`src/rtl/extbus_pkg.sv`:
```
`timescale 1ns/1ps
// Shared definitions for the external memory bus controller.
// Assumes four segments whose index equals the two top data-address bits.
package extbus_pkg;

    localparam int SEG_IDX_W = 2;
    localparam int NUM_SEG   = 1 << SEG_IDX_W;

    // Segment index; bit position in the enable vector.
    typedef enum logic [SEG_IDX_W-1:0] {
        SEG_LORAM = 2'd0,
        SEG_IO    = 2'd1,
        SEG_HIRAM = 2'd2,
        SEG_ROM   = 2'd3
    } seg_e;

    // Decoded view of one core request.
    typedef struct packed {
        logic ext;    // produces an external bus cycle
        logic write;  // direction
        seg_e seg;    // target segment
        logic dev;    // hits the predecoded device address
    } access_t;

endpackage

```
`src/rtl/extbus_boot_latch.sv`:
```
`timescale 1ns/1ps
// Stores the boot memory select pin while reset is held.
// Assumes rst_n is synchronous; the value of the last edge in reset is kept.
module extbus_boot_latch (
    input  logic clk,
    input  logic rst_n,
    input  logic pin,
    output logic boot_ext
);

    logic boot_q;

    // Follow the pin during reset, freeze it once reset is released.
    always_ff @(posedge clk) begin
        if (!rst_n) begin
            boot_q <= pin;
        end
    end

    assign boot_ext = boot_q;

endmodule

```
`src/rtl/extbus_decode.sv`:
```
`timescale 1ns/1ps
// Combinational request decoder: picks the segment, decides whether the
// request reaches the external bus and applies the download alias.
// Assumes the top data quarter is on-chip and program writes need permission.
module extbus_decode
    import extbus_pkg::*;
#(
    parameter int              ADDR_W   = 16,
    parameter logic [ADDR_W-1:0] DEV_ADDR = 16'h4000
) (
    input  logic              req_valid,
    input  logic              req_prog,
    input  logic              req_write,
    input  logic [ADDR_W-1:0] req_addr,
    input  logic              boot_ext,
    input  logic              cfg_rom_write,
    input  logic              cfg_ext_rom,
    output access_t           acc,
    output logic [ADDR_W-1:0] out_addr
);

    localparam int TOP = ADDR_W - 1;

    logic              download;
    logic              rom_external;
    logic              prog_ok;
    logic [SEG_IDX_W-1:0] quarter;

    // Mode terms shared by the program-space branch.
    always_comb begin
        download     = cfg_rom_write & cfg_ext_rom;
        rom_external = req_addr[TOP] | boot_ext | cfg_ext_rom;
        prog_ok      = rom_external & (~req_write | cfg_rom_write);
        quarter      = req_addr[TOP -: SEG_IDX_W];
    end

    // Build the decoded access and the (possibly aliased) bus address.
    always_comb begin
        acc       = '0;
        acc.write = req_write;
        out_addr  = req_addr;
        if (req_prog) begin
            acc.seg = SEG_ROM;
            acc.ext = req_valid & prog_ok;
            if (download) begin
                out_addr[TOP] = 1'b0;
            end
        end else begin
            acc.seg = seg_e'(quarter);
            acc.ext = req_valid & (quarter != SEG_IDX_W'(SEG_ROM));
            acc.dev = req_valid & (req_addr == DEV_ADDR);
        end
    end

endmodule

```
`src/rtl/extbus_bus_drive.sv`:
```
`timescale 1ns/1ps
// Rising-edge bus register stage: address hold, strobe, enables,
// write data drive and read capture.
// Assumes one bus cycle per accepted request and no wait states.
module extbus_bus_drive
    import extbus_pkg::*;
#(
    parameter int ADDR_W = 16,
    parameter int DATA_W = 16
) (
    input  logic              clk,
    input  logic              rst_n,
    input  access_t           acc,
    input  logic [ADDR_W-1:0] out_addr,
    input  logic [DATA_W-1:0] wdata,
    input  logic [DATA_W-1:0] ext_din,
    output logic [ADDR_W-1:0] addr_q,
    output logic              addr_oe_q,
    output logic [NUM_SEG-1:0] en_n_q,
    output logic              rwn_q,
    output logic [DATA_W-1:0] dout_q,
    output logic              dout_oe_q,
    output logic              dev_q,
    output logic [DATA_W-1:0] rdata_q,
    output logic              rvalid_q
);

    logic              ext_wr;
    logic              ext_rd;
    logic [NUM_SEG-1:0] onehot;
    logic              rd_pend_q;

    // Classify the access and form the one-hot segment select.
    always_comb begin
        ext_wr = acc.ext & acc.write;
        ext_rd = acc.ext & ~acc.write;
        onehot = '0;
        onehot[acc.seg] = acc.ext;
    end

    // Address register: holds the last external address.
    always_ff @(posedge clk) begin
        if (!rst_n) begin
            addr_q    <= '0;
            addr_oe_q <= 1'b0;
        end else begin
            addr_oe_q <= 1'b1;
            if (acc.ext) begin
                addr_q <= out_addr;
            end
        end
    end

    // Control strobes: enables, direction and device select.
    always_ff @(posedge clk) begin
        if (!rst_n) begin
            en_n_q <= '1;
            rwn_q  <= 1'b1;
            dev_q  <= 1'b0;
        end else begin
            en_n_q <= ~onehot;
            rwn_q  <= ~ext_wr;
            dev_q  <= acc.dev & acc.ext;
        end
    end

    // Write data drive: enabled only for the write cycle itself.
    always_ff @(posedge clk) begin
        if (!rst_n) begin
            dout_q    <= '0;
            dout_oe_q <= 1'b0;
        end else begin
            dout_oe_q <= ext_wr;
            if (ext_wr) begin
                dout_q <= wdata;
            end
        end
    end

    // Read capture: sample the bus at the end of the read cycle.
    always_ff @(posedge clk) begin
        if (!rst_n) begin
            rd_pend_q <= 1'b0;
            rvalid_q  <= 1'b0;
            rdata_q   <= '0;
        end else begin
            rd_pend_q <= ext_rd;
            rvalid_q  <= rd_pend_q;
            if (rd_pend_q) begin
                rdata_q <= ext_din;
            end
        end
    end

endmodule

```
`src/rtl/extbus_edge_delay.sv`:
```
`timescale 1ns/1ps
// Per-segment half-clock delay of the enable's asserting edge.
// A falling-edge copy is ORed with the rising-edge enable, so the
// low-going edge waits for the falling clock while the rise does not.
module extbus_edge_delay #(
    parameter int NUM_SEG = 4
) (
    input  logic               clk,
    input  logic               rst_n,
    input  logic [NUM_SEG-1:0] en_n_q,
    input  logic [NUM_SEG-1:0] cfg_delay,
    output logic [NUM_SEG-1:0] en_n_out
);

    for (genvar g = 0; g < NUM_SEG; g++) begin : g_seg
        logic late_n;

        // Retime the enable on the falling clock edge.
        always_ff @(negedge clk) begin
            if (!rst_n) begin
                late_n <= 1'b1;
            end else begin
                late_n <= en_n_q[g];
            end
        end

        // Select direct or late-asserting enable for this segment.
        assign en_n_out[g] = cfg_delay[g] ? (en_n_q[g] | late_n) : en_n_q[g];
    end

endmodule

```
`src/rtl/extbus_ctrl.sv`:
```
`timescale 1ns/1ps
// External memory bus controller top: decode, boot select latch,
// bus register stage, enable delay and device-select polarity.
// Assumes pads are outside; each output enable drives its pad cell.
module extbus_ctrl
    import extbus_pkg::*;
#(
    parameter int              ADDR_W   = 16,
    parameter int              DATA_W   = 16,
    parameter logic [ADDR_W-1:0] DEV_ADDR = 16'h4000
) (
    input  logic               clk,
    input  logic               rst_n,
    input  logic               boot_sel_pin,
    input  logic               cfg_rom_write,
    input  logic               cfg_ext_rom,
    input  logic [NUM_SEG-1:0] cfg_delay,
    input  logic               cfg_dsel_high,
    input  logic               req_valid,
    input  logic               req_prog,
    input  logic               req_write,
    input  logic [ADDR_W-1:0]  req_addr,
    input  logic [DATA_W-1:0]  req_wdata,
    output logic [DATA_W-1:0]  core_rdata,
    output logic               core_rvalid,
    output logic [ADDR_W-1:0]  ext_addr,
    output logic               ext_addr_oe,
    output logic [DATA_W-1:0]  ext_dout,
    output logic               ext_dout_oe,
    input  logic [DATA_W-1:0]  ext_din,
    output logic               ext_rwn,
    output logic [NUM_SEG-1:0] ext_seg_n,
    output logic               ext_dev_sel
);

    logic               boot_ext;
    access_t            acc;
    logic [ADDR_W-1:0]  out_addr;
    logic [NUM_SEG-1:0] en_n_q;
    logic               dev_q;

    extbus_boot_latch u_boot (
        .clk      (clk),
        .rst_n    (rst_n),
        .pin      (boot_sel_pin),
        .boot_ext (boot_ext)
    );

    extbus_decode #(
        .ADDR_W   (ADDR_W),
        .DEV_ADDR (DEV_ADDR)
    ) u_dec (
        .req_valid     (req_valid),
        .req_prog      (req_prog),
        .req_write     (req_write),
        .req_addr      (req_addr),
        .boot_ext      (boot_ext),
        .cfg_rom_write (cfg_rom_write),
        .cfg_ext_rom   (cfg_ext_rom),
        .acc           (acc),
        .out_addr      (out_addr)
    );

    extbus_bus_drive #(
        .ADDR_W (ADDR_W),
        .DATA_W (DATA_W)
    ) u_drv (
        .clk       (clk),
        .rst_n     (rst_n),
        .acc       (acc),
        .out_addr  (out_addr),
        .wdata     (req_wdata),
        .ext_din   (ext_din),
        .addr_q    (ext_addr),
        .addr_oe_q (ext_addr_oe),
        .en_n_q    (en_n_q),
        .rwn_q     (ext_rwn),
        .dout_q    (ext_dout),
        .dout_oe_q (ext_dout_oe),
        .dev_q     (dev_q),
        .rdata_q   (core_rdata),
        .rvalid_q  (core_rvalid)
    );

    extbus_edge_delay #(
        .NUM_SEG (NUM_SEG)
    ) u_dly (
        .clk       (clk),
        .rst_n     (rst_n),
        .en_n_q    (en_n_q),
        .cfg_delay (cfg_delay),
        .en_n_out  (ext_seg_n)
    );

    // Apply the programmed device-select polarity.
    assign ext_dev_sel = cfg_dsel_high ? dev_q : ~dev_q;

endmodule

```
`config.mk`:
```
export PLATFORM = sky130hd
export DESIGN_NAME = extbus_ctrl
export DESIGN_NICKNAME = d
export VERILOG_FILES = /design/src/rtl/extbus_pkg.sv /design/src/rtl/extbus_boot_latch.sv /design/src/rtl/extbus_decode.sv /design/src/rtl/extbus_bus_drive.sv /design/src/rtl/extbus_edge_delay.sv /design/src/rtl/extbus_ctrl.sv
export SDC_FILE = /design/constraint.sdc
export NUM_CORES = 1
export LEC_CHECK = 0
export ABC_AREA = 1
export BUFFER_PORTS_ARGS = -buffer_cell sky130_fd_sc_hd__buf_2
export CAP_MARGIN = 20
export CELL_PAD_IN_SITES_DETAIL_PLACEMENT = 1
export CELL_PAD_IN_SITES_GLOBAL_PLACEMENT = 2
export CORE_UTILIZATION = 26
export CTS_CLUSTER_SIZE = 10
export DETAILED_ROUTE_END_ITERATION = 12
export PLACE_DENSITY = 0.8
export REMOVE_ABC_BUFFERS = 1
export SYNTH_ARGS = -nofsm -noshare
export SYNTH_HDL_FRONTEND = slang
export SYNTH_HIERARCHICAL = 1
export SYNTH_SLANG_ARGS = --single-unit
```
`constraint.sdc`:
```
create_clock -name clk -period 2.6 [get_ports clk]
set_input_delay 0.39 -clock clk [delete_from_list [all_inputs] [get_ports clk]]
set_output_delay 0.39 -clock clk [all_outputs]
set_load 0.1 [all_outputs]
```
==> results by stage <==
Route:
- The final wirelength is 6890 microns.
- Dividing the detail-routed wire length by the instance count gives 13.0 microns.
- The remaining antenna violation count after routing is 0.
- The final route contains 2346 vias.
- The average via count per standard cell is 4.42.
- For this block, the initial DRC count from the detailed router was 65.
- The length of the first detailed-routing pass in iterations is 4.
- After detailed routing, the number of remaining DRC violations is 0.

Floorplan:
- The die is 99.1 microns tall.
- The total area inside the core boundary comes to 9200 sq um.
- The die covers 9810 sq um.
- The cell row count is 35.
- The starting utilization of the core area is 0.266.
- The I/O pin total is 118.
- The width of the die is 99.1 microns.

STA:
- Final hold analysis gives a worst-case slack of 0.239 ns.
- The sum of negative setup slack is -0.250 ns.
- The final number of max-transition violations came to 0.
- The final worst slack is -0.0869 ns.
- Setup violations remaining at the end of the flow were counted as 4.
- Setup repair after global routing could not meet its margin everywhere.
- The final hold violation count came to 0.
- Between clock sinks in the finished design, the worst skew comes to 0.0493 ns.
- Measured against its own limit, the worst slew margin works out to 0.568.
- At the pin with the least slew margin, the transition time is 0.647 ns.

Worst hold path:
- The startpoint identified for the worst hold timing path is boot_sel_pin.
- The classification of the worst-slack hold path is in2reg.
- The worst hold path depth is 1.
- The worst-case hold path end point is u_boot/boot_ext$_DFFE_PN_.

Clocking:
- Counting along the longest clock path gives a buffer depth of 2.
- Clock-pin slew was measured on the worst setup and hold paths at 0.07 ns.
- The number of buffers created by CTS is 9.
- Buffers added to address setup during post-CTS repair amount to 0.
- The later-pin clock latency in the skew report is 0.37 ns.
- The clock sink count is 63.
- The H-tree was split into 3 levels.
- The TritonCTS clock tree is yes.
- In this run the clock root is driven by a sky130_fd_sc_hd__clkbuf_8.

GRT:
- The number of antenna violations at the first check in global routing is 0.
- Entering global routing, the biggest net connects 40 pins.
- The total congestion overflow is 0.
- The first-pass GRT wire length is 11400 microns.
- The number of global-route vias before repair is 2429.
- The overall fraction of global-route tracks in use is 0.148.

Synth:
- By area the synthesized netlist is led by sky130_fd_sc_hd__dfxtp_1 (51%), sky130_fd_sc_hd__nor2_1 (12%), sky130_fd_sc_hd__buf_4 (8.3%), sky130_fd_sc_hd__nand2_1 (6.9%), sky130_fd_sc_hd__o21ai_0 (5.7%).
- The post-synthesis cell type count is 20.
- Summing every instance area after synthesis gives 2450 sq um.
- The sequential fraction of the synthesis area is 0.519.
- The top flip-flop cell by instance count after synthesis is sky130_fd_sc_hd__dfxtp_1.
- Of the post-synthesis cell area, the dominant cell type holds 0.507.
- The number of enable flip-flop cells after synthesis is 1.
- The synthesized area divided by synthesized cell count is 7.85 sq um.
- Yosys printed 6 warnings.
- The share of async-settable or async-resettable flops after synthesis is 0.
- The cell count after synthesis came out at 312.
- The most common cell in the synthesized netlist is sky130_fd_sc_hd__nor2_1.
- The commonest cells after synthesis are sky130_fd_sc_hd__nor2_1 (76), sky130_fd_sc_hd__dfxtp_1 (62), sky130_fd_sc_hd__nand2_1 (45), sky130_fd_sc_hd__o21ai_0 (28), sky130_fd_sc_hd__buf_4 (27).
- The number of synthesized register bits is 63.
- Summed over all instances, the cell type with the most area after synthesis is sky130_fd_sc_hd__dfxtp_1.

Setup path:
- The worst register-to-register path has a depth of 2.
- For the worst setup path, the data arrival time is 2.30 ns.
- The critical setup path kind is reg2out.
- STA classifies the critical path startpoint as a register.
- The startpoint identified for the worst register-to-register timing path is u_drv/en_n_q[3]$_SDFF_PN1_.
- The required time at the worst-slack endpoint is 2.21 ns.
- The worst setup path is captured at an output pin.
- In this run the worst path has a maximum fanout of 1.
- The setup slack of the most critical reg-to-reg path is 0.79 ns.
- The worst reg2reg path endpoint is u_dly/g_seg[3].late_n$_SDFF_NN1_.

Placed design:
- The final HPWL from detailed placement is 4950 microns.
- Input and output buffers added on the ports amount to 117.
- The post-placement worst setup slack is 0.292 ns.
- The instance count after placement with tap cells included is 512.
- At the end of routability-driven placement, the weighted congestion stood at 0.746.

Cells and area:
- The area growth from synthesis to final layout is 34.1%.
- After the last flow step, the layout net total stands at 476.
- The share of cells above drive strength 1 is 0.369.
- The final cell count without fillers is 531.
- The number of antenna repair diodes is 0.
- For this run, the share of the core covered by cells in the final layout is 0.357.

Run:
- The max-capacitance violation count is 0.

Status:
- The final reports fail on negative setup slack.
- The flow ran to the end, but the final reports show violations.

Power:
- The worst-case vdd ir drop is 0.307 mV.
- The power density over cell area is 781 nW/um^2.
- The leakage power summed over all cells is 0.00176 uW.
-- kinds of logic (layout without fill, tap and decap cells) --
| logic type | Yosys count | count (layout) | synth area share |
|---|---|---|---|
| and+or+nand+nor | 162 | 162 | 0.281 |
| DFF | 63 | 63 | 0.519 |
| AOI/OAI and AO/OA | 33 | 33 | 0.0674 |
| buffers and inverters | 54 | 162 | 0.132 |
-- per-layer routing --
layer,vias up,GRT usage,part of all wire
met3,8,0.0418,0.052
met4,0,0.0543,0.012
li1,1184,-,-
met5,-,0,0
met2,63,0.249,0.49
met1,1091,0.181,0.45
-- worst max-delay path by stage --
stage	slack [ns]	start	depth (start not counted)	endpoint
2_1_floorplan	-0.06	u_dly/g_seg[0].late_n$_SDFF_NN1_	2	ext_seg_n[0]
3_3_place_gp	0.31	u_dly/g_seg[2].late_n$_SDFF_NN1_	3	ext_seg_n[2]
3_5_place_dp	0.29	u_dly/g_seg[1].late_n$_SDFF_NN1_	3	ext_seg_n[1]
4_1_cts	-0.08	u_dly/g_seg[1].late_n$_SDFF_NN1_	3	ext_seg_n[1]
5_1_grt	-0.15	u_dly/g_seg[2].late_n$_SDFF_NN1_	3	ext_seg_n[2]
6_report	-0.09	u_dly/g_seg[2].late_n$_SDFF_NN1_	3	ext_seg_n[2]
-- final cells by class --
type	instances	area, sq um
clock buffers	12	166
clock inverters	8	63.8
fillers	1154	5910
inverters	20	77.6
multi-input cells	195	878
flip-flops and latches	63	1280
well taps	111	139
repair buffers	122	683
-- worst max-delay path: stages (launching register included) --
cell and delay [ns]:
sky130_fd_sc_hd__dfxtp_2 0.32, sky130_fd_sc_hd__nand2_2 0.05, sky130_fd_sc_hd__nand2_2 0.08, sky130_fd_sc_hd__buf_12 0.17
-- registers in the layout, indices dropped and copies added, names as in the netlist --
register	flops
u_drv/addr_q	16
u_drv/dout_q	16
u_drv/rdata_q	16
u_dly/g_seg.late_n	4
u_drv/en_n_q	4
u_boot/boot_ext	1
u_drv/addr_oe_q	1
u_drv/dev_q	1
u_drv/dout_oe_q	1
u_drv/rd_pend_q	1
u_drv/rvalid_q	1
u_drv/rwn_q	1
-- what timing repair did --
action | 4_1_cts | 5_1_grt
hold buffers | 0 | 0
resized for setup | 4 | 8
pin swaps | 0 | 5
endpoints found under the setup margin | 4 | 4
-- cells in the final DEF, fill, tap and decap left out, drive strengths merged --
cell | Yosys | layout
a21oi | 1 | 1
and2 | 1 | 1
buf | 32 | 122
bufinv | 0 | 1
clkbuf | 1 | 12
clkinvlp | 0 | 2
dfxtp | 62 | 62
edfxtp | 1 | 1
inv | 21 | 25
nand2 | 46 | 46
nand3 | 21 | 21
nand4 | 17 | 17
nor2 | 77 | 77
o21ai | 32 | 32
-- report_power, final --
| group | switching (uW) | internal (uW) |
|---|---|---|
| clock | 401 | 534 |
| combinational | 483 | 105 |
| sequential | 24.2 | 1020 |
| total | 907 | 1660 |
-- per-stage QoR --
step	power, uW	instance area [sq um]
floorplan	1510	2210
global placement	1660	3030
detailed placement	1670	3030
CTS	2610	3270
global route	2700	3280
finish	2570	3280
Power figures use the tool's default switching activity.
